[src/rtl/i2cr_pkg.sv]
package i2cr_pkg;
   localparam int PTR_W      = 8;
   localparam int ABORT_REGS = 2;

   typedef enum logic [2:0] {
      ST_IDLE, ST_RX, ST_ACK, ST_TX, ST_MACK, ST_IGN
   } eng_st_e;

   typedef enum logic [1:0] {
      K_ADDR, K_PTR, K_DATA
   } byte_kind_e;
endpackage

[src/rtl/i2cr_sync.sv]
module i2cr_sync #(
   parameter int SYNC_STAGES = 2
) (
   input  logic clk,
   input  logic rst_n,
   input  logic scl_i,
   input  logic sda_i,
   output logic scl_s,
   output logic sda_s,
   output logic scl_rise,
   output logic scl_fall,
   output logic start_det,
   output logic stop_det
);
   logic [SYNC_STAGES-1:0] scl_ff, sda_ff;
   logic scl_prev, sda_prev;

   generate
      if (SYNC_STAGES < 2) begin : g_bad
         $error("SYNC_STAGES must be at least 2");
      end
   endgenerate

   always_ff @(posedge clk or negedge rst_n) begin
      if (!rst_n) begin
         scl_ff   <= '1;
         sda_ff   <= '1;
         scl_prev <= 1'b1;
         sda_prev <= 1'b1;
      end else begin
         scl_ff   <= {scl_ff[SYNC_STAGES-2:0], scl_i};
         sda_ff   <= {sda_ff[SYNC_STAGES-2:0], sda_i};
         scl_prev <= scl_ff[SYNC_STAGES-1];
         sda_prev <= sda_ff[SYNC_STAGES-1];
      end
   end

   assign scl_s     = scl_ff[SYNC_STAGES-1];
   assign sda_s     = sda_ff[SYNC_STAGES-1];
   assign scl_rise  = scl_s & ~scl_prev;
   assign scl_fall  = ~scl_s & scl_prev;
   assign start_det = scl_s & scl_prev & sda_prev & ~sda_s;
   assign stop_det  = scl_s & scl_prev & ~sda_prev & sda_s;
endmodule

[src/rtl/i2cr_engine.sv]
module i2cr_engine
   import i2cr_pkg::*;
#(
   parameter logic [6:0] DEV_ADDR = 7'h60
) (
   input  logic             clk,
   input  logic             rst_n,
   input  logic             sda_s,
   input  logic             scl_rise,
   input  logic             scl_fall,
   input  logic             start_det,
   input  logic             stop_det,
   input  logic [7:0]       rd_data,
   output logic [PTR_W-1:0] ptr_q,
   output logic             wr_en,
   output logic [7:0]       wr_data,
   output logic             sda_oe
);
   eng_st_e    st_q;
   byte_kind_e kind_q;
   logic [3:0] cnt_q;
   logic [7:0] sh_q;
   logic [7:0] tx_q;
   logic       rw_q;
   logic       first_q;
   logic       nack_q;

   always_ff @(posedge clk or negedge rst_n) begin
      if (!rst_n) begin
         st_q    <= ST_IDLE;
         kind_q  <= K_ADDR;
         cnt_q   <= '0;
         sh_q    <= '0;
         tx_q    <= '0;
         rw_q    <= 1'b0;
         first_q <= 1'b0;
         nack_q  <= 1'b1;
         ptr_q   <= '0;
         wr_en   <= 1'b0;
         wr_data <= '0;
         sda_oe  <= 1'b0;
      end else begin
         wr_en <= 1'b0;
         if (stop_det) begin
            st_q   <= ST_IDLE;
            sda_oe <= 1'b0;
         end else if (start_det) begin
            st_q    <= ST_RX;
            kind_q  <= K_ADDR;
            cnt_q   <= '0;
            first_q <= 1'b1;
            sda_oe  <= 1'b0;
         end else begin
            case (st_q)
               ST_RX: begin
                  if (scl_rise && cnt_q != 4'd8) begin
                     sh_q  <= {sh_q[6:0], sda_s};
                     cnt_q <= cnt_q + 4'd1;
                  end else if (scl_fall && cnt_q == 4'd8) begin
                     case (kind_q)
                        K_ADDR: begin
                           if (sh_q[7:1] == DEV_ADDR) begin
                              rw_q   <= sh_q[0];
                              sda_oe <= 1'b1;
                              st_q   <= ST_ACK;
                           end else begin
                              st_q <= ST_IGN;
                           end
                        end
                        K_PTR: begin
                           ptr_q  <= sh_q;
                           sda_oe <= 1'b1;
                           st_q   <= ST_ACK;
                        end
                        default: begin
                           if (first_q) begin
                              wr_en   <= 1'b1;
                              wr_data <= sh_q;
                              first_q <= 1'b0;
                           end
                           sda_oe <= 1'b1;
                           st_q   <= ST_ACK;
                        end
                     endcase
                  end
               end
               ST_ACK: begin
                  if (scl_fall) begin
                     cnt_q <= '0;
                     if (kind_q == K_ADDR && rw_q) begin
                        tx_q   <= rd_data;
                        sda_oe <= ~rd_data[7];
                        st_q   <= ST_TX;
                     end else begin
                        sda_oe <= 1'b0;
                        st_q   <= ST_RX;
                        kind_q <= (kind_q == K_ADDR) ? K_PTR : K_DATA;
                     end
                  end
               end
               ST_TX: begin
                  if (scl_fall) begin
                     if (cnt_q == 4'd7) begin
                        sda_oe <= 1'b0;
                        st_q   <= ST_MACK;
                     end else begin
                        tx_q   <= {tx_q[6:0], 1'b0};
                        sda_oe <= ~tx_q[6];
                        cnt_q  <= cnt_q + 4'd1;
                     end
                  end
               end
               ST_MACK: begin
                  if (scl_rise) begin
                     nack_q <= sda_s;
                  end else if (scl_fall) begin
                     if (!nack_q) begin
                        tx_q   <= rd_data;
                        sda_oe <= ~rd_data[7];
                        cnt_q  <= '0;
                        st_q   <= ST_TX;
                     end else begin
                        st_q <= ST_IGN;
                     end
                  end
               end
               default: ;
            endcase
         end
      end
   end
endmodule

[src/rtl/i2cr_regbank.sv]
module i2cr_regbank
   import i2cr_pkg::*;
#(
   parameter int         NUM_REGS   = 32,
   parameter int         STAT_COUNT = 6,
   parameter logic [7:0] ID_VAL     = 8'h1B,
   parameter logic [7:0] REV_VAL    = 8'h00,
   parameter logic [7:0] OOR_VAL    = 8'h00
) (
   input  logic                    clk,
   input  logic                    rst_n,
   input  logic                    wr_en,
   input  logic [PTR_W-1:0]        wr_ptr,
   input  logic [7:0]              wr_data,
   input  logic                    busy,
   input  logic [PTR_W-1:0]        rd_ptr,
   input  logic [STAT_COUNT*8-1:0] stat_i,
   output logic [7:0]              rd_data,
   output logic                    abort_o,
   output logic [NUM_REGS*8-1:0]   ctrl_q
);
   localparam int STAT_END = ABORT_REGS + STAT_COUNT;
   localparam int IDX_W    = (NUM_REGS > 1) ? $clog2(NUM_REGS) : 1;

   logic [7:0] lane [NUM_REGS];

   generate
      for (genvar i = 0; i < NUM_REGS; i++) begin : g_reg
         if (i == 0) begin : g_id
            assign lane[i]          = ID_VAL;
            assign ctrl_q[i*8 +: 8] = '0;
         end else if (i < ABORT_REGS) begin : g_rev
            assign lane[i]          = REV_VAL;
            assign ctrl_q[i*8 +: 8] = '0;
         end else if (i < STAT_END) begin : g_stat
            assign lane[i]          = stat_i[(i-ABORT_REGS)*8 +: 8];
            assign ctrl_q[i*8 +: 8] = '0;
         end else begin : g_rw
            logic [7:0] q;
            always_ff @(posedge clk or negedge rst_n) begin
               if (!rst_n)                                   q <= '0;
               else if (wr_en && !busy && int'(wr_ptr) == i) q <= wr_data;
            end
            assign lane[i]          = q;
            assign ctrl_q[i*8 +: 8] = q;
         end
      end
   endgenerate

   always_comb begin
      rd_data = OOR_VAL;
      if (int'(rd_ptr) < NUM_REGS) rd_data = lane[rd_ptr[IDX_W-1:0]];
   end

   always_ff @(posedge clk or negedge rst_n) begin
      if (!rst_n) abort_o <= 1'b0;
      else        abort_o <= wr_en && (int'(wr_ptr) < ABORT_REGS);
   end
endmodule

[src/rtl/i2cr_slave.sv]
module i2cr_slave
   import i2cr_pkg::*;
#(
   parameter logic [6:0] DEV_ADDR    = 7'h60,
   parameter int         NUM_REGS    = 32,
   parameter int         STAT_COUNT  = 6,
   parameter int         BUSY_REG    = 2,
   parameter int         BUSY_BIT    = 7,
   parameter logic [7:0] ID_VAL      = 8'h1B,
   parameter logic [7:0] REV_VAL     = 8'h00,
   parameter int         SYNC_STAGES = 2
) (
   input  logic                    clk,
   input  logic                    rst_n,
   input  logic                    scl_i,
   input  logic                    sda_i,
   input  logic [STAT_COUNT*8-1:0] stat_i,
   output logic                    sda_oe,
   output logic                    sda_o,
   output logic                    abort_o,
   output logic [NUM_REGS*8-1:0]   ctrl_q
);
   localparam int RW_BASE  = ABORT_REGS + STAT_COUNT;
   localparam int BUSY_IDX = (BUSY_REG - ABORT_REGS) * 8 + BUSY_BIT;

   generate
      if (NUM_REGS > 256 || NUM_REGS <= RW_BASE) begin : g_bad_regs
         $error("NUM_REGS must exceed the read-only area and fit an 8-bit pointer");
      end
      if (BUSY_REG < ABORT_REGS || BUSY_REG >= RW_BASE || BUSY_BIT > 7) begin : g_bad_busy
         $error("busy flag must sit inside the status area");
      end
   endgenerate

   logic             scl_s, sda_s, scl_rise, scl_fall, start_det, stop_det;
   logic [PTR_W-1:0] ptr_q;
   logic             wr_en;
   logic [7:0]       wr_data, rd_data;
   logic             busy;

   assign busy  = stat_i[BUSY_IDX];
   assign sda_o = 1'b0;

   i2cr_sync #(.SYNC_STAGES(SYNC_STAGES)) u_sync (
      .clk(clk), .rst_n(rst_n), .scl_i(scl_i), .sda_i(sda_i),
      .scl_s(scl_s), .sda_s(sda_s), .scl_rise(scl_rise), .scl_fall(scl_fall),
      .start_det(start_det), .stop_det(stop_det)
   );

   i2cr_engine #(.DEV_ADDR(DEV_ADDR)) u_eng (
      .clk(clk), .rst_n(rst_n), .sda_s(sda_s), .scl_rise(scl_rise),
      .scl_fall(scl_fall), .start_det(start_det), .stop_det(stop_det),
      .rd_data(rd_data), .ptr_q(ptr_q), .wr_en(wr_en), .wr_data(wr_data),
      .sda_oe(sda_oe)
   );

   i2cr_regbank #(
      .NUM_REGS(NUM_REGS), .STAT_COUNT(STAT_COUNT),
      .ID_VAL(ID_VAL), .REV_VAL(REV_VAL), .OOR_VAL(8'h00)
   ) u_bank (
      .clk(clk), .rst_n(rst_n), .wr_en(wr_en), .wr_ptr(ptr_q),
      .wr_data(wr_data), .busy(busy), .rd_ptr(ptr_q), .stat_i(stat_i),
      .rd_data(rd_data), .abort_o(abort_o), .ctrl_q(ctrl_q)
   );
endmodule

[config.mk]
export PLATFORM = sky130hd
export DESIGN_NAME = i2cr_slave
export DESIGN_NICKNAME = d
export VERILOG_FILES = /design/src/rtl/i2cr_pkg.sv /design/src/rtl/i2cr_sync.sv /design/src/rtl/i2cr_engine.sv /design/src/rtl/i2cr_regbank.sv /design/src/rtl/i2cr_slave.sv
export SDC_FILE = /design/constraint.sdc
export NUM_CORES = 1
export LEC_CHECK = 0
export BUFFER_PORTS_ARGS = -buffer_cell sky130_fd_sc_hd__buf_2
export CAP_MARGIN = 10
export CORE_MARGIN = 2
export CORE_UTILIZATION = 58
export CTS_CLUSTER_DIAMETER = 200
export CTS_CLUSTER_SIZE = 12
export DETAILED_ROUTE_END_ITERATION = 6
export GPL_ROUTABILITY_DRIVEN = 0
export PLACE_DENSITY_LB_ADDON = 0.08
export SETUP_SLACK_MARGIN = 0.4
export SYNTH_ARGS = -nofsm -noshare
export SYNTH_HDL_FRONTEND = slang
export SYNTH_SLANG_ARGS = --single-unit
[constraint.sdc]
create_clock -name clk -period 4.66 [get_ports clk]
set_input_delay 0 -clock clk [delete_from_list [all_inputs] [get_ports clk]]
set_output_delay 0 -clock clk [all_outputs]
set_load 0.05 [all_outputs]
Word-level counts from Yosys, hierarchy flattened
Index checks and enable logic that the tools add are counted.
{"block": "totals", "input_bits": 52, "elab_cells": 238, "reg_bits": 244}
{"block": "classes", "n_eq_ne": 59, "add_sub_neg": 1, "n_lt_le_gt_ge": 3, "bitwise_logic": 18, "reduce_logical": 50, "mux": 66}
{"cell": "$eq A8 B6 Y1 const B", "n": 16}
{"cell": "$eq A8 B5 Y1 const B", "n": 8}
{"cell": "$mux W7", "n": 7}
{"cell": "$bmux W8 S5", "n": 1}
{"cell": "$mux W3", "n": 12}
{"cell": "$mux W4", "n": 8}
{"cell": "$logic_and A1 B1 Y1", "n": 29}
{"cell": "$mux W1", "n": 25}
{"cell": "$mux W8", "n": 3}
{"cell": "$pmux W7 S3", "n": 1}
{"cell": "$ne A4 B3 Y1 const B", "n": 5}
{"cell": "$reduce_and A9 Y1", "n": 2}
{"cell": "$ne A4 B4 Y1 const B", "n": 4}
{"cell": "$pmux W4 S4", "n": 1}
{"cell": "$reduce_and A7 Y1", "n": 2}
{"cell": "$mux W2", "n": 6}
{"cell": "$ne A3 B2 Y1 const B", "n": 4}
{"cell": "$pmux W3 S4", "n": 1}
{"cell": "$reduce_and A4 Y1", "n": 3}
{"cell": "$ne A2 B1 Y1 const B", "n": 5}
{"cell": "$ne A2 B2 Y1 const B", "n": 5}
{"cell": "$not A1 Y1", "n": 10}
{"cell": "$reduce_and A10 Y1", "n": 1}
{"cell": "$ne A3 B3 Y1 const B", "n": 3}
{"cell": "other kinds (25)", "n": 35}

Depth between registers and ports, before layout
Gate-level depths: netlist of run 1.
{"block": "depth", "ltp_word": 12, "mapped_depth": 9, "ltp_nobuf": 7}

Hierarchy
Synthesis of run 1 repeated with hierarchy kept, for this count alone.
{"block": "hier_totals", "cells_unflattened": 894, "hier_area_um2": 12613.3}
{"module": "i2cr_regbank", "n_inst": 1, "area_each_um2": 10078.4, "cells_each": 683, "seq_area_each_um2": 4829.6}
{"module": "i2cr_engine", "n_inst": 1, "area_each_um2": 2333.5, "cells_each": 199, "seq_area_each_um2": 1127.3}
{"module": "i2cr_sync", "n_inst": 1, "area_each_um2": 190.2, "cells_each": 10, "seq_area_each_um2": 157.7}
{"module": "i2cr_slave", "n_inst": 1, "area_each_um2": 11.3, "cells_each": 2, "seq_area_each_um2": 0.0}

Worst setup path before layout of run 1
Ideal clock, no wire load.
{"block": "synth_path", "path_kind": "reg2reg", "from": "reg u_eng.st_q[0]", "to": "reg u_eng.tx_q[6]", "slack_ps": 2551, "arrival_ps": 2027, "stages_incl_launch_ff": 9, "cell_sequence": "dfrtp_1 -> buf_6 -> and3b_1 -> buf_6 -> or4_1 -> buf_2 -> or3_1 -> a211o_1 -> a31oi_1"}
{"block": "synth_between", "elab_chain_cells": 3, "elab_cells_between_ends": 13, "classes_between": "10 x eq/ne; 1 x mux; 2 x reduce/logical"}
{"item": "from (decl)", "line_no": "i2cr_engine.sv:19", "text": "eng_st_e st_q;"}
{"item": "from (signal assigned)", "line_no": "i2cr_engine.sv:30", "text": "st_q <= ST_IDLE;"}
{"item": "from (signal assigned)", "line_no": "i2cr_engine.sv:45", "text": "st_q <= ST_IDLE;"}
{"item": "from (signal assigned)", "line_no": "i2cr_engine.sv:48", "text": "st_q <= ST_RX;"}
{"item": "$eq A3 B3 Y1 / $eq A3 B2 Y1 (equally long branches)", "line_no": "i2cr_engine.sv:54", "text": "case (st_q)"}
{"item": "$ne A2 B2 Y1 (no source line) (tied with other cells)"}
{"item": "$reduce_and A10 Y1 (no source line)"}
{"item": "to (signal assigned)", "line_no": "i2cr_engine.sv:91", "text": "tx_q <= rd_data;"}
{"item": "to (signal assigned)", "line_no": "i2cr_engine.sv:107", "text": "tx_q <= {tx_q[6:0], 1'b0};"}
{"item": "to (signal assigned)", "line_no": "i2cr_engine.sv:118", "text": "tx_q <= rd_data;"}
{"item": "to (decl)", "line_no": "i2cr_engine.sv:23", "text": "logic [7:0] tx_q;"}
Parallel ways exist; a longest one is shown, timed or not.
A chain may end at the register's enable or synchronous reset.

Worst setup path after layout of run 1
{"block": "layout_path", "from": "reg u_eng.ptr_q[4]", "to": "reg u_bank.g_reg[19].g_rw.q[2]"}
{"block": "layout_between", "elab_chain_cells": 2}
{"item": "from (decl)", "line_no": "i2cr_engine.sv:14", "text": "output logic [PTR_W-1:0] ptr_q,"}
{"item": "from (signal assigned)", "line_no": "i2cr_engine.sv:71", "text": "ptr_q <= sh_q;"}
{"item": "$eq A8 B6 Y1", "line_no": "i2cr_regbank.sv:42", "text": "else if (wr_en && !busy && int'(wr_ptr) == i) q <= wr_data;"}
{"item": "$logic_and A1 B1 Y1", "line_no": "i2cr_regbank.sv:42"}
{"item": "to (decl)", "line_no": "i2cr_regbank.sv:39", "text": "logic [7:0] q;"}
No other way between the ends.

==> results of run 1 <==
## cells in the final DEF (no fill, tap or decap), types with 3 or more instances in the layout
| cell | instances |
|---|---|
| nand2b_1 | 6 |
| a22oi_1 | 10 |
| o21ai_0 | 11 |
| nand4_1 | 5 |
| nor2_2 | 4 |
| mux2i_1 | 19 |
| nor2b_1 | 11 |
| dfrtp_1 | 235 |
| or3_1 | 3 |
| a21oi_1 | 22 |
| o221ai_1 | 5 |
| inv_1 | 4 |
| and3_1 | 3 |
| nand2_1 | 45 |
| conb_1 | 65 |
| nor2_1 | 18 |
| nor4_1 | 4 |
| nor3_1 | 12 |
| buf_2 | 244 |
| clkbuf_16 | 24 |
| and2_1 | 6 |
| and3b_1 | 3 |
| dlygate4sd3_1 | 3 |
| or2_2 | 3 |
| mux2_2 | 230 |
| a211oi_1 | 5 |
| o22ai_1 | 5 |
| nand3_1 | 17 |
| mux4_2 | 46 |
| dfstp_2 | 7 |
| a31oi_1 | 11 |
| buf_4 | 5 |
| clkbuf_1 | 8 |
| nor3b_1 | 6 |
## stage by stage
step                worst slack (ns)  instance area (sq um)  std cells
finish                          1.49                  14100       1433
floorplan                       2.55                  12500        990
global route                    1.31                  14100       1433
CTS                             1.57                  14100       1431
detailed placement              1.56                  13400       1394
global placement                1.58                  13400       1394
## metal layers
metal	up-vias	wire, um	global-route usage [%]
li1	3741	-	-
met1	4539	14700	45.6
met2	404	17200	50.4
met3	66	2690	6.39
met4	2	1080	10.1
met5	-	11	0
## flip-flops by register name (all words and copies together) (netlist names), 2 cells and up
name             flops
u_eng.wr_data        8
u_eng.sh_q           8
u_sync.sda_ff        2
u_bank.g.g_rw.q    192
u_eng.tx_q           7
u_sync.scl_ff        2
u_eng.ptr_q          8
u_eng.cnt_q          4
u_eng.st_q           3
u_eng.kind_q         2
## cells in the mapped netlist (3+ instances only)
| cell | number | area share [%] |
|---|---|---|
| nor2_1 | 18 | 0.55 |
| buf_4 | 69 | 4.2 |
| and3b_1 | 3 | 0.21 |
| inv_1 | 4 | 0.12 |
| nor4_1 | 4 | 0.20 |
| mux4_2 | 46 | 8.5 |
| buf_1 | 6 | 0.18 |
| nor3_1 | 12 | 0.49 |
| o21ai_0 | 11 | 0.45 |
| or2_2 | 3 | 0.15 |
| and3_1 | 3 | 0.15 |
| o221ai_1 | 5 | 0.36 |
| mux2_2 | 230 | 21 |
| nand3_1 | 17 | 0.69 |
| a22oi_1 | 10 | 0.61 |
| a21oi_1 | 22 | 0.90 |
| a211oi_1 | 5 | 0.31 |
| a31oi_1 | 11 | 0.56 |
| dfstp_2 | 7 | 1.5 |
| or3_1 | 3 | 0.15 |
| nor3b_1 | 6 | 0.37 |
| mux2i_1 | 19 | 1.6 |
| o22ai_1 | 5 | 0.26 |
| buf_2 | 14 | 0.57 |
| nand2_1 | 45 | 1.4 |
| and2_1 | 6 | 0.31 |
| nor2_2 | 4 | 0.20 |
| dfrtp_1 | 237 | 48 |
| nand2b_1 | 6 | 0.31 |
| clkbuf_1 | 31 | 0.95 |
| nor2b_1 | 11 | 0.56 |
| nand4_1 | 5 | 0.26 |
## path summary, 6_finish.rpt
check                                           start                                      to  slack [ns]
max reg2reg                u_eng.ptr_q[4]$_DFFE_PN0P_  u_bank.g_reg[19].g_rw.q[2]$_DFFE_PN0P_        1.49
min in group asynchronous                       rst_n  u_bank.g_reg[20].g_rw.q[3]$_DFFE_PN0P_        0.14
max in group asynchronous                       rst_n               u_eng.tx_q[5]$_DFFE_PN0P_        3.28
min reg2reg                u_sync.sda_ff[0]$_DFF_PN1_              u_sync.sda_ff[1]$_DFF_PN1_        0.36
min                                        stat_i[15]                u_eng.sda_oe$_DFFE_PN0P_        0.05
max                        u_eng.ptr_q[4]$_DFFE_PN0P_  u_bank.g_reg[19].g_rw.q[2]$_DFFE_PN0P_        1.49
## what timing repair did
action,4_1_cts,5_1_grt
hold buffers,3,0
endpoints found under the setup margin,0,0
endpoints found under the hold margin,106,0
## report_power, final
| part | switching (mW) | internal, mW |
|---|---|---|
| clock | 0.805 | 0.940 |
| combinational | 0.219 | 0.0940 |
| sequential | 0.0715 | 2.18 |
| total | 1.10 | 3.21 |
## area by class of cell
class | instances | area [sq um]
Clock buffer | 32 | 631
Inverter | 6 | 22.5
Tap cell | 275 | 344
Clock inverter | 2 | 25.0
Multi-Input combinational cell | 618 | 5610
Timing Repair Buffer | 254 | 1320
Fill cell | 1625 | 6810
Antenna cell | 2 | 5.00
Sequential cell | 244 | 6120
## worst min-delay path: cells and delay by family
kind | cells | cell delay [ns]
simple gates | 2 | 0.17
mux | 1 | 0.14
buf+inv | 1 | 0.11
compound gates | 1 | 0.10
## cells by family (layout without fill, tap and decap cells)
logic type	Yosys count	after routing	synth area share, %
AOI/OAI and AO/OA	96	96	5.34
adders and majority gates	2	2	0.204
DFF	244	244	49.9
other	1	67	0.0306
and+or+nand+nor	158	158	6.95
muxes	295	295	31.1
xor gates and xnor gates	2	2	0.143
buffers and inverters	128	294	6.30
==> out/metrics.yaml, run 1 <==
outcome:
  status: "finished, final reports clean"
cells_and_area:
  drive_gt1_share_pct: 49.7
  nets: 1202
  utilization_pct: 67.4
  syn2layout_area_growth_pct: 14.9
clocking:
  cts_made_buffers: 24
  clockBufferDepth: 3
  htree_levels: 1
  cts-root-buf: "clkbuf_16"
  cts_tree: "built"
  clk_latency_ns: 0.54
  cts_setup_buffers: 0
  cts.sinks: 244
  cts_resized: 0
  path_clk_slew_ns: 0.07
sta:
  relSlewSlack_pct: 28.4
  hold_slack_ns: 0.0498
  max_freq_mhz: 315
  maxSlewViolCount: 0
  setup_viol: 0
  rsz0062_at_grt: "no"
  hold_viol: 0
  finClkSkew_ns: 0.0224
  period_minus_slack_ns: 3.17
  finalCritPeriodShare_pct: 68.1
  worst_pin_slew_ns: 1.07
  tns_ns: 0
setup_path:
  crit_slowest_cell: "dfrtp_1"
  crit_family: "simple AND/OR/NAND/NOR gates"
  reg2reg_depth: 5
  end_kind: "flop"
  slowest_delay_ns: 0.81
  path_buf_inv: 0
  critPathRequiredTime_ns: 5.06
  worstPathMaxFanout: 24
  crit_type: "reg2reg"
  cp.arrival_ns: 3.57
  cp-start-kind: "flop"
  cp_cell_sequence: "nor4b_2 -> nand2_1 -> nor3_1 -> nand3_1 -> mux2_2"
  worstSetupPathDepth: 5
logic_synthesis:
  post_synth_inst_count: 926
  synth_area_sq_um: 12300
  synth-seq-cells: 244
  yosysWarnings: 0
  ys.flop_type: "dfrtp_1"
  ys_async_sr_fraction_pct: 100
  synth_edf_count: 0
  synth_cell_types: 66
  postSynthAreaPerCell_sq_um: 13.2
  ys_seq_area_share_pct: 49.9
routing:
  vias: 8752
  viasPerCell: 6.11
  wl_per_cell_um: 25.0
  drtAntennaViolNets: 0
  routed_wirelength_um: 35800
  drt-pass1-iter-count: 5
  drc_errors: 0
  drt_iter0_drc: 762
hold_path:
  worstHoldPathType: "in2reg"
  hold-path-cell-count: 5
run:
  drv_cap: 0
placed_design:
  dp_hpwl_um: 24800
  port_buffers: 245
power_and_ir_drop:
  peakVddDrop_uv: 248
  power.total_mw: 4.31
  power_density_nw_per_um2: 306
  leakagePower_nw: 7.17
global_routing:
  grt_pass1_vias: 8614
  grt_pass1_wl_um: 53400
  grt_use_total_pct: 32.1
  antenna_found_initial: 3
  grt_max_degree: 134
  grt_remaining_overflow: 0
floorplan:
  initial_utilization_pct: 58.7
  die_h_um: 149
  num_rows: 53
  die_w_um: 149
  die_area_sq_um: 22300
  io_pins: 311
  core-area_sq_um: 20900
No activity file was read; power rests on OpenSTA's default activity.
==> run 2: changes to the inputs <==
Settings changed: CORE_UTILIZATION 58 to 49.
Clock period 4.66 ns to 2.8 ns, I/O delays scaled along.
==> run 2 against run 1 <==
Effect of this change: core utilization decreased by 7.9 points; sequential power increased by 67%; via count rose by 0.95%; clock power grew 67%; global-route usage decreased by 3.5 points; highest routed layer unchanged; hold slack got worse by 0.0049 ns; power grew 67%; flip-flop and latch count unchanged; critical path depth fell by 1; largest power group unchanged; clock skew up 0.0031 ns; fmax grew 34%.
==> out/metrics.yaml, run 2 (synthesized netlist as in run 1, its figures left out) <==
routing:
  wl_met1_um: 15800
  vias: 8835
  drt_iter0_drc: 688
  routed.top_layer: "met5"
  met2_length_um: 18200
  viasPerCell: 5.79
  drtAntennaViolNets: 0
  wl_met3_um: 2640
  wl_per_cell_um: 24.7
  routed_wirelength_um: 37700
  drc_errors: 0
  drt-pass1-iter-count: 5
floorplan:
  initial_utilization_pct: 50.1
  die_w_um: 162
  die_area_sq_um: 26300
  io_pins: 311
  core-area_sq_um: 24500
  num_rows: 57
  die_h_um: 162
sta:
  finalCritPeriodShare_pct: 84.5
  relSlewSlack_pct: 30.2
  period_minus_slack_ns: 2.37
  max_freq_mhz: 423
  worst_pin_slew_ns: 1.05
  finClkSkew_ns: 0.0255
  rsz0062_at_grt: "yes"
  maxSlewViolCount: 0
  setup_slack_ns: 0.433
  hold_viol: 0
  hold_slack_ns: 0.0449
  setup_viol: 0
  tns_ns: 0
global_routing:
  grt_remaining_overflow: 0
  grt_pass1_vias: 8865
  grt_pass1_wl_um: 56400
  grt_use_total_pct: 28.6
  antenna_found_initial: 4
  grt_max_degree: 91
setup_path:
  crit_type: "reg2reg"
  reg2reg_depth: 4
  critPathRequiredTime_ns: 3.20
  cp-start-kind: "flop"
  cp.arrival_ns: 2.77
  worstPathMaxFanout: 13
  end_kind: "flop"
cells_and_area:
  stdcell_count: 1525
  drive_gt1_share_pct: 52.5
  syn2layout_area_growth_pct: 18.8
  largest_reg_flops: 192
  final_common_cell: "buf_2"
  final_cell_mix: "244 x buf_2, 232 x dfrtp_1, 230 x mux2_2"
  fillCellCount: 2030
  nets: 1243
  utilization_pct: 59.5
  final_area_sq_um: 14600
  top_register: "u_bank.g.g_rw.q"
placed_design:
  dp_cells: 1475
  port_buffers: 245
  dp_hpwl_um: 26800
  dpl-instance-area_sq_um: 13700
  preCtsSetupSlack_ns: 0.324
power_and_ir_drop:
  switchingPower_mw: 1.84
  seqPwrFrac_pct: 52.2
  peakVddDrop_uv: 342
  p_clk_share_pct: 40.4
  swShare_pct: 25.7
  p_int_mw: 5.35
  power_density_nw_per_um2: 494
  leakagePower_nw: 7.41
  p_comb_share_pct: 7.4
  power.total_mw: 7.19
clocking:
  cts_made_buffers: 24
  cts.sinks: 244
  htree_levels: 1
  cts_tree: "built"
  clockBufferDepth: 3
  clk_latency_ns: 0.54
  cts-root-buf: "clkbuf_16"
  path_clk_slew_ns: 0.06
outcome:
  status: "finished, final reports clean"
hold_path:
  hold-path-cell-count: 5
  worstHoldPathType: "in2reg"
run:
  drv_cap: 0
## run 2: cell count changes in the layout (fill, tap and decap cells not counted), sizes merged
cell,previous run,this run
diode,2,4
buf,251,291
clkbuf,32,33
clkinvlp,0,1
clkinv,3,2
## run 2: final timing paths
check	startpoint	end	slack [ns]
max	u_eng.ptr_q[3]$_DFFE_PN0P_	u_bank.g_reg[26].g_rw.q[4]$_DFFE_PN0P_	0.43
min	stat_i[3]	u_eng.tx_q[3]$_DFFE_PN0P_	0.04
max reg2reg	u_eng.ptr_q[3]$_DFFE_PN0P_	u_bank.g_reg[26].g_rw.q[4]$_DFFE_PN0P_	0.43
min reg2reg	u_sync.sda_ff[0]$_DFF_PN1_	u_sync.sda_ff[1]$_DFF_PN1_	0.36
max in group asynchronous	rst_n	u_eng.st_q[2]$_DFFE_PN0P_	1.92
min in group asynchronous	rst_n	u_bank.g_reg[23].g_rw.q[6]$_DFFE_PN0P_	0.10
## run 2: power groups by stage
stage / Clock (mW) / Sequential, mW / Combinational [mW]
6_report: 2.91 / 3.75 / 0.531
4_1_cts: 2.95 / 3.75 / 0.533
3_3_place_gp: 0 / 3.81 / 0.526
5_1_grt: 3.10 / 3.77 / 0.579
3_5_place_dp: 0 / 3.81 / 0.528
2_1_floorplan: 0 / 3.76 / 0.449
## run 2: critical path: stages (launching register included)
cell and delay [ns]:
dfrtp_1 0.72, clkinv_2 0.34, nor3_1 0.37, nand2_1 0.41, mux2_2 0.41
## run 2: final cells by class
type	instances	area, sq um	area share (%)
antenna	4	10.0	0.0688
clock buffer	32	631	4.33
clock inverter	2	25.0	0.172
inverter	6	27.5	0.189
multi-input combinational	618	5630	38.7
sequential	244	6130	42.1
tap	324	405	2.78
timing repair buffer	295	1700	11.7
## run 2: what timing repair did
item	in CTS	in global routing
buffers inserted	2	7
gates cloned	0	0
hold buffers	3	0
setup endpoints to repair	54	105
resized for setup	3	9
hold endpoints to repair	86	0
## run 2: layer usage
layer	vias to the layer above	global-route usage [%]
met3	67	6.18
met5	-	0
met4	2	8.69
met1	4592	39.5
met2	338	45.8
li1	3836	-
==> run 3: changes to the inputs <==
Clock period 2.8 ns to 2.1 ns, I/O delays scaled along.
==> run 3 against run 2 <==
Effect of this change: register-to-register slack got worse by 0.40 ns; flip-flop and latch count unchanged; sequential power increased by 33%; count of clock-buffer cells in the layout increased by 2; core utilization increased by 9.4 points; non-clock buffer count increased by 112; critical path type unchanged; largest power group unchanged.
==> out/metrics.yaml, run 3 (synthesized netlist as in run 1, its figures left out) <==
outcome:
  status: "finished, final reports clean"
cells_and_area:
  multi_input_area_sq_um: 6610
  syn2layout_area_growth_pct: 37.5
  largest_reg_flops: 192
  nets: 1355
  fillCellCount: 1787
  final_common_cell: "buf_2"
  final_cell_mix: "245 x buf_2, 220 x dfrtp_1, 139 x mux2_2"
  final_area_sq_um: 16900
  num_antenna_cells: 0
  drive_gt1_share_pct: 63.2
  top_register: "u_bank.g.g_rw.q"
  utilization_pct: 68.9
  seq_area_sq_um: 6140
routing:
  drt-pass1-iter-count: 5
  drc_errors: 0
  drt_iter0_drc: 858
  routed_wirelength_um: 42100
  viasPerCell: 5.88
  wl_per_cell_um: 25.7
  vias: 9621
  drtAntennaViolNets: 0
setup_path:
  reg2reg_to: "u_eng.tx_q[0]$_DFFE_PN0P_"
  worstSetupPathDepth: 6
  ff2ff_setup_slack_ns: 0.03
  slowest_delay_ns: 0.53
  path_buf_inv: 2
  crit_type: "reg2reg"
  end_kind: "flop"
  critPathRequiredTime_ns: 2.51
  cp_cell_sequence: "buf_12 -> buf_12 -> mux4_2 -> a221oi_2 -> a211oi_2 -> mux2_4"
  cp-start-kind: "flop"
  reg2reg_depth: 6
  crit_family: "multiplexers"
  worstPathMaxFanout: 6
  cp.arrival_ns: 2.48
  regToRegStartpoint: "u_eng.ptr_q[0]$_DFFE_PN0P_"
  crit_slowest_cell: "dfrtp_4"
  crit_path_frequent_cell: "buf_12"
clocking:
  cts-root-buf: "clkbuf_16"
  cts_made_buffers: 24
  path_clk_slew_ns: 0.07
  clockBufferDepth: 3
  clk_latency_ns: 0.54
  htree_levels: 1
  cts_tree: "built"
  cts.sinks: 244
floorplan:
  initial_utilization_pct: 50.1
  core-area_sq_um: 24500
  die_area_sq_um: 26300
  die_w_um: 162
  num_rows: 57
  io_pins: 311
  die_h_um: 162
sta:
  setup_viol: 0
  worst_pin_slew_ns: 0.718
  hold_slack_ns: 0.0155
  rsz0062_at_grt: "yes"
  finalCritPeriodShare_pct: 98.6
  finClkSkew_ns: 0.0192
  maxSlewViolCount: 0
  hold_viol: 0
  period_minus_slack_ns: 2.07
  relSlewSlack_pct: 52.1
  max_freq_mhz: 483
power_and_ir_drop:
  peakVddDrop_uv: 692
  p_comb_share_pct: 10.1
  power_density_nw_per_um2: 587
  seqPwrFrac_pct: 50.4
  p_int_mw: 7.31
  switchingPower_mw: 2.58
  p_clk_share_pct: 39.4
  swShare_pct: 26.1
  leakagePower_nw: 8.31
global_routing:
  grt_remaining_overflow: 0
  grt_max_degree: 84
  antenna_found_initial: 0
  grt_pass1_vias: 9645
  grt_pass1_wl_um: 61700
  grt_use_total_pct: 31.3
placed_design:
  dpl-instance-area_sq_um: 14600
  port_buffers: 245
  dp_hpwl_um: 28900
hold_path:
  worstHoldPathType: "in2reg"
  hold_path_end: "u_eng.sda_oe$_DFFE_PN0P_"
  hold-path-cell-count: 5
  min-delay-start: "stat_i[7]"
run:
  drv_cap: 0
run 3: worst max-delay path by stage:
stage | from | end | slack [ns]
2_1_floorplan | u_eng.st_q[0]$_DFFE_PN0P_ | u_eng.tx_q[6]$_DFFE_PN0P_ | 0.02
3_3_place_gp | u_eng.ptr_q[0]$_DFFE_PN0P_ | u_eng.tx_q[1]$_DFFE_PN0P_ | -0.03
3_5_place_dp | u_eng.ptr_q[0]$_DFFE_PN0P_ | u_eng.tx_q[1]$_DFFE_PN0P_ | -0.10
4_1_cts | u_eng.ptr_q[0]$_DFFE_PN0P_ | u_eng.sda_oe$_DFFE_PN0P_ | 0.1
5_1_grt | u_eng.ptr_q[0]$_DFFE_PN0P_ | u_eng.tx_q[6]$_DFFE_PN0P_ | -0.003
6_report | u_eng.ptr_q[0]$_DFFE_PN0P_ | u_eng.tx_q[0]$_DFFE_PN0P_ | 0.03
run 3: final cells by class:
type,count,share of cell area [%]
clock buffer,34,3.79
tap,324,2.41
clock inverter,2,0.148
timing repair buffer,407,17.8
sequential,244,36.4
multi-input combinational,618,39.2
inverter,6,0.141
run 3: through the flow:
stage | setup TNS (ns) | std cells | setup slack (ns) | total power [mW]
after CTS | 0 | 1605 | 0.0989 | 9.81
after global placement | -0.0255 | 1528 | -0.0255 | 5.80
final | 0 | 1635 | 0.0284 | 9.89
after floorplan | 0 | 990 | 0.0184 | 5.61
after detailed placement | -0.171 | 1528 | -0.101 | 5.81
after global routing | -0.00419 | 1635 | -0.00295 | 10.2
run 3: power by group through the flow:
stage	registers, mW	logic (mW)	clock network [mW]
after floorplan	5.01	0.603	0
after CTS	4.97	0.898	3.94
after detailed placement	5.07	0.739	0
after global placement	5.07	0.729	0
final	4.99	1.00	3.90
after global routing	5.00	1.07	4.14
run 3: worst min-delay path, stage by stage:
cell	delay, ns
buf_2	0.11
mux2_2	0.15
nand4_1	0.09
nand4_1	0.07
o211ai_1	0.07
run 3: per-layer routing:
metal	vias up	GRT usage, %	part of all wire [%]	routed length, um
met5	-	0	0	0
met4	0	8.41	2.7	1120
met3	79	5.87	7.1	2970
met2	478	51.2	49	20700
met1	5024	43.4	41	17200
li1	4040	-	-	-
run 3: timing repair:
item,CTS,global route
cloned,0,2
hold endpoints to repair,139,0
setup endpoints to repair,223,231
setup buffers,37,28
hold buffers,4,0
pin swaps,27,36
resized for setup,161,68
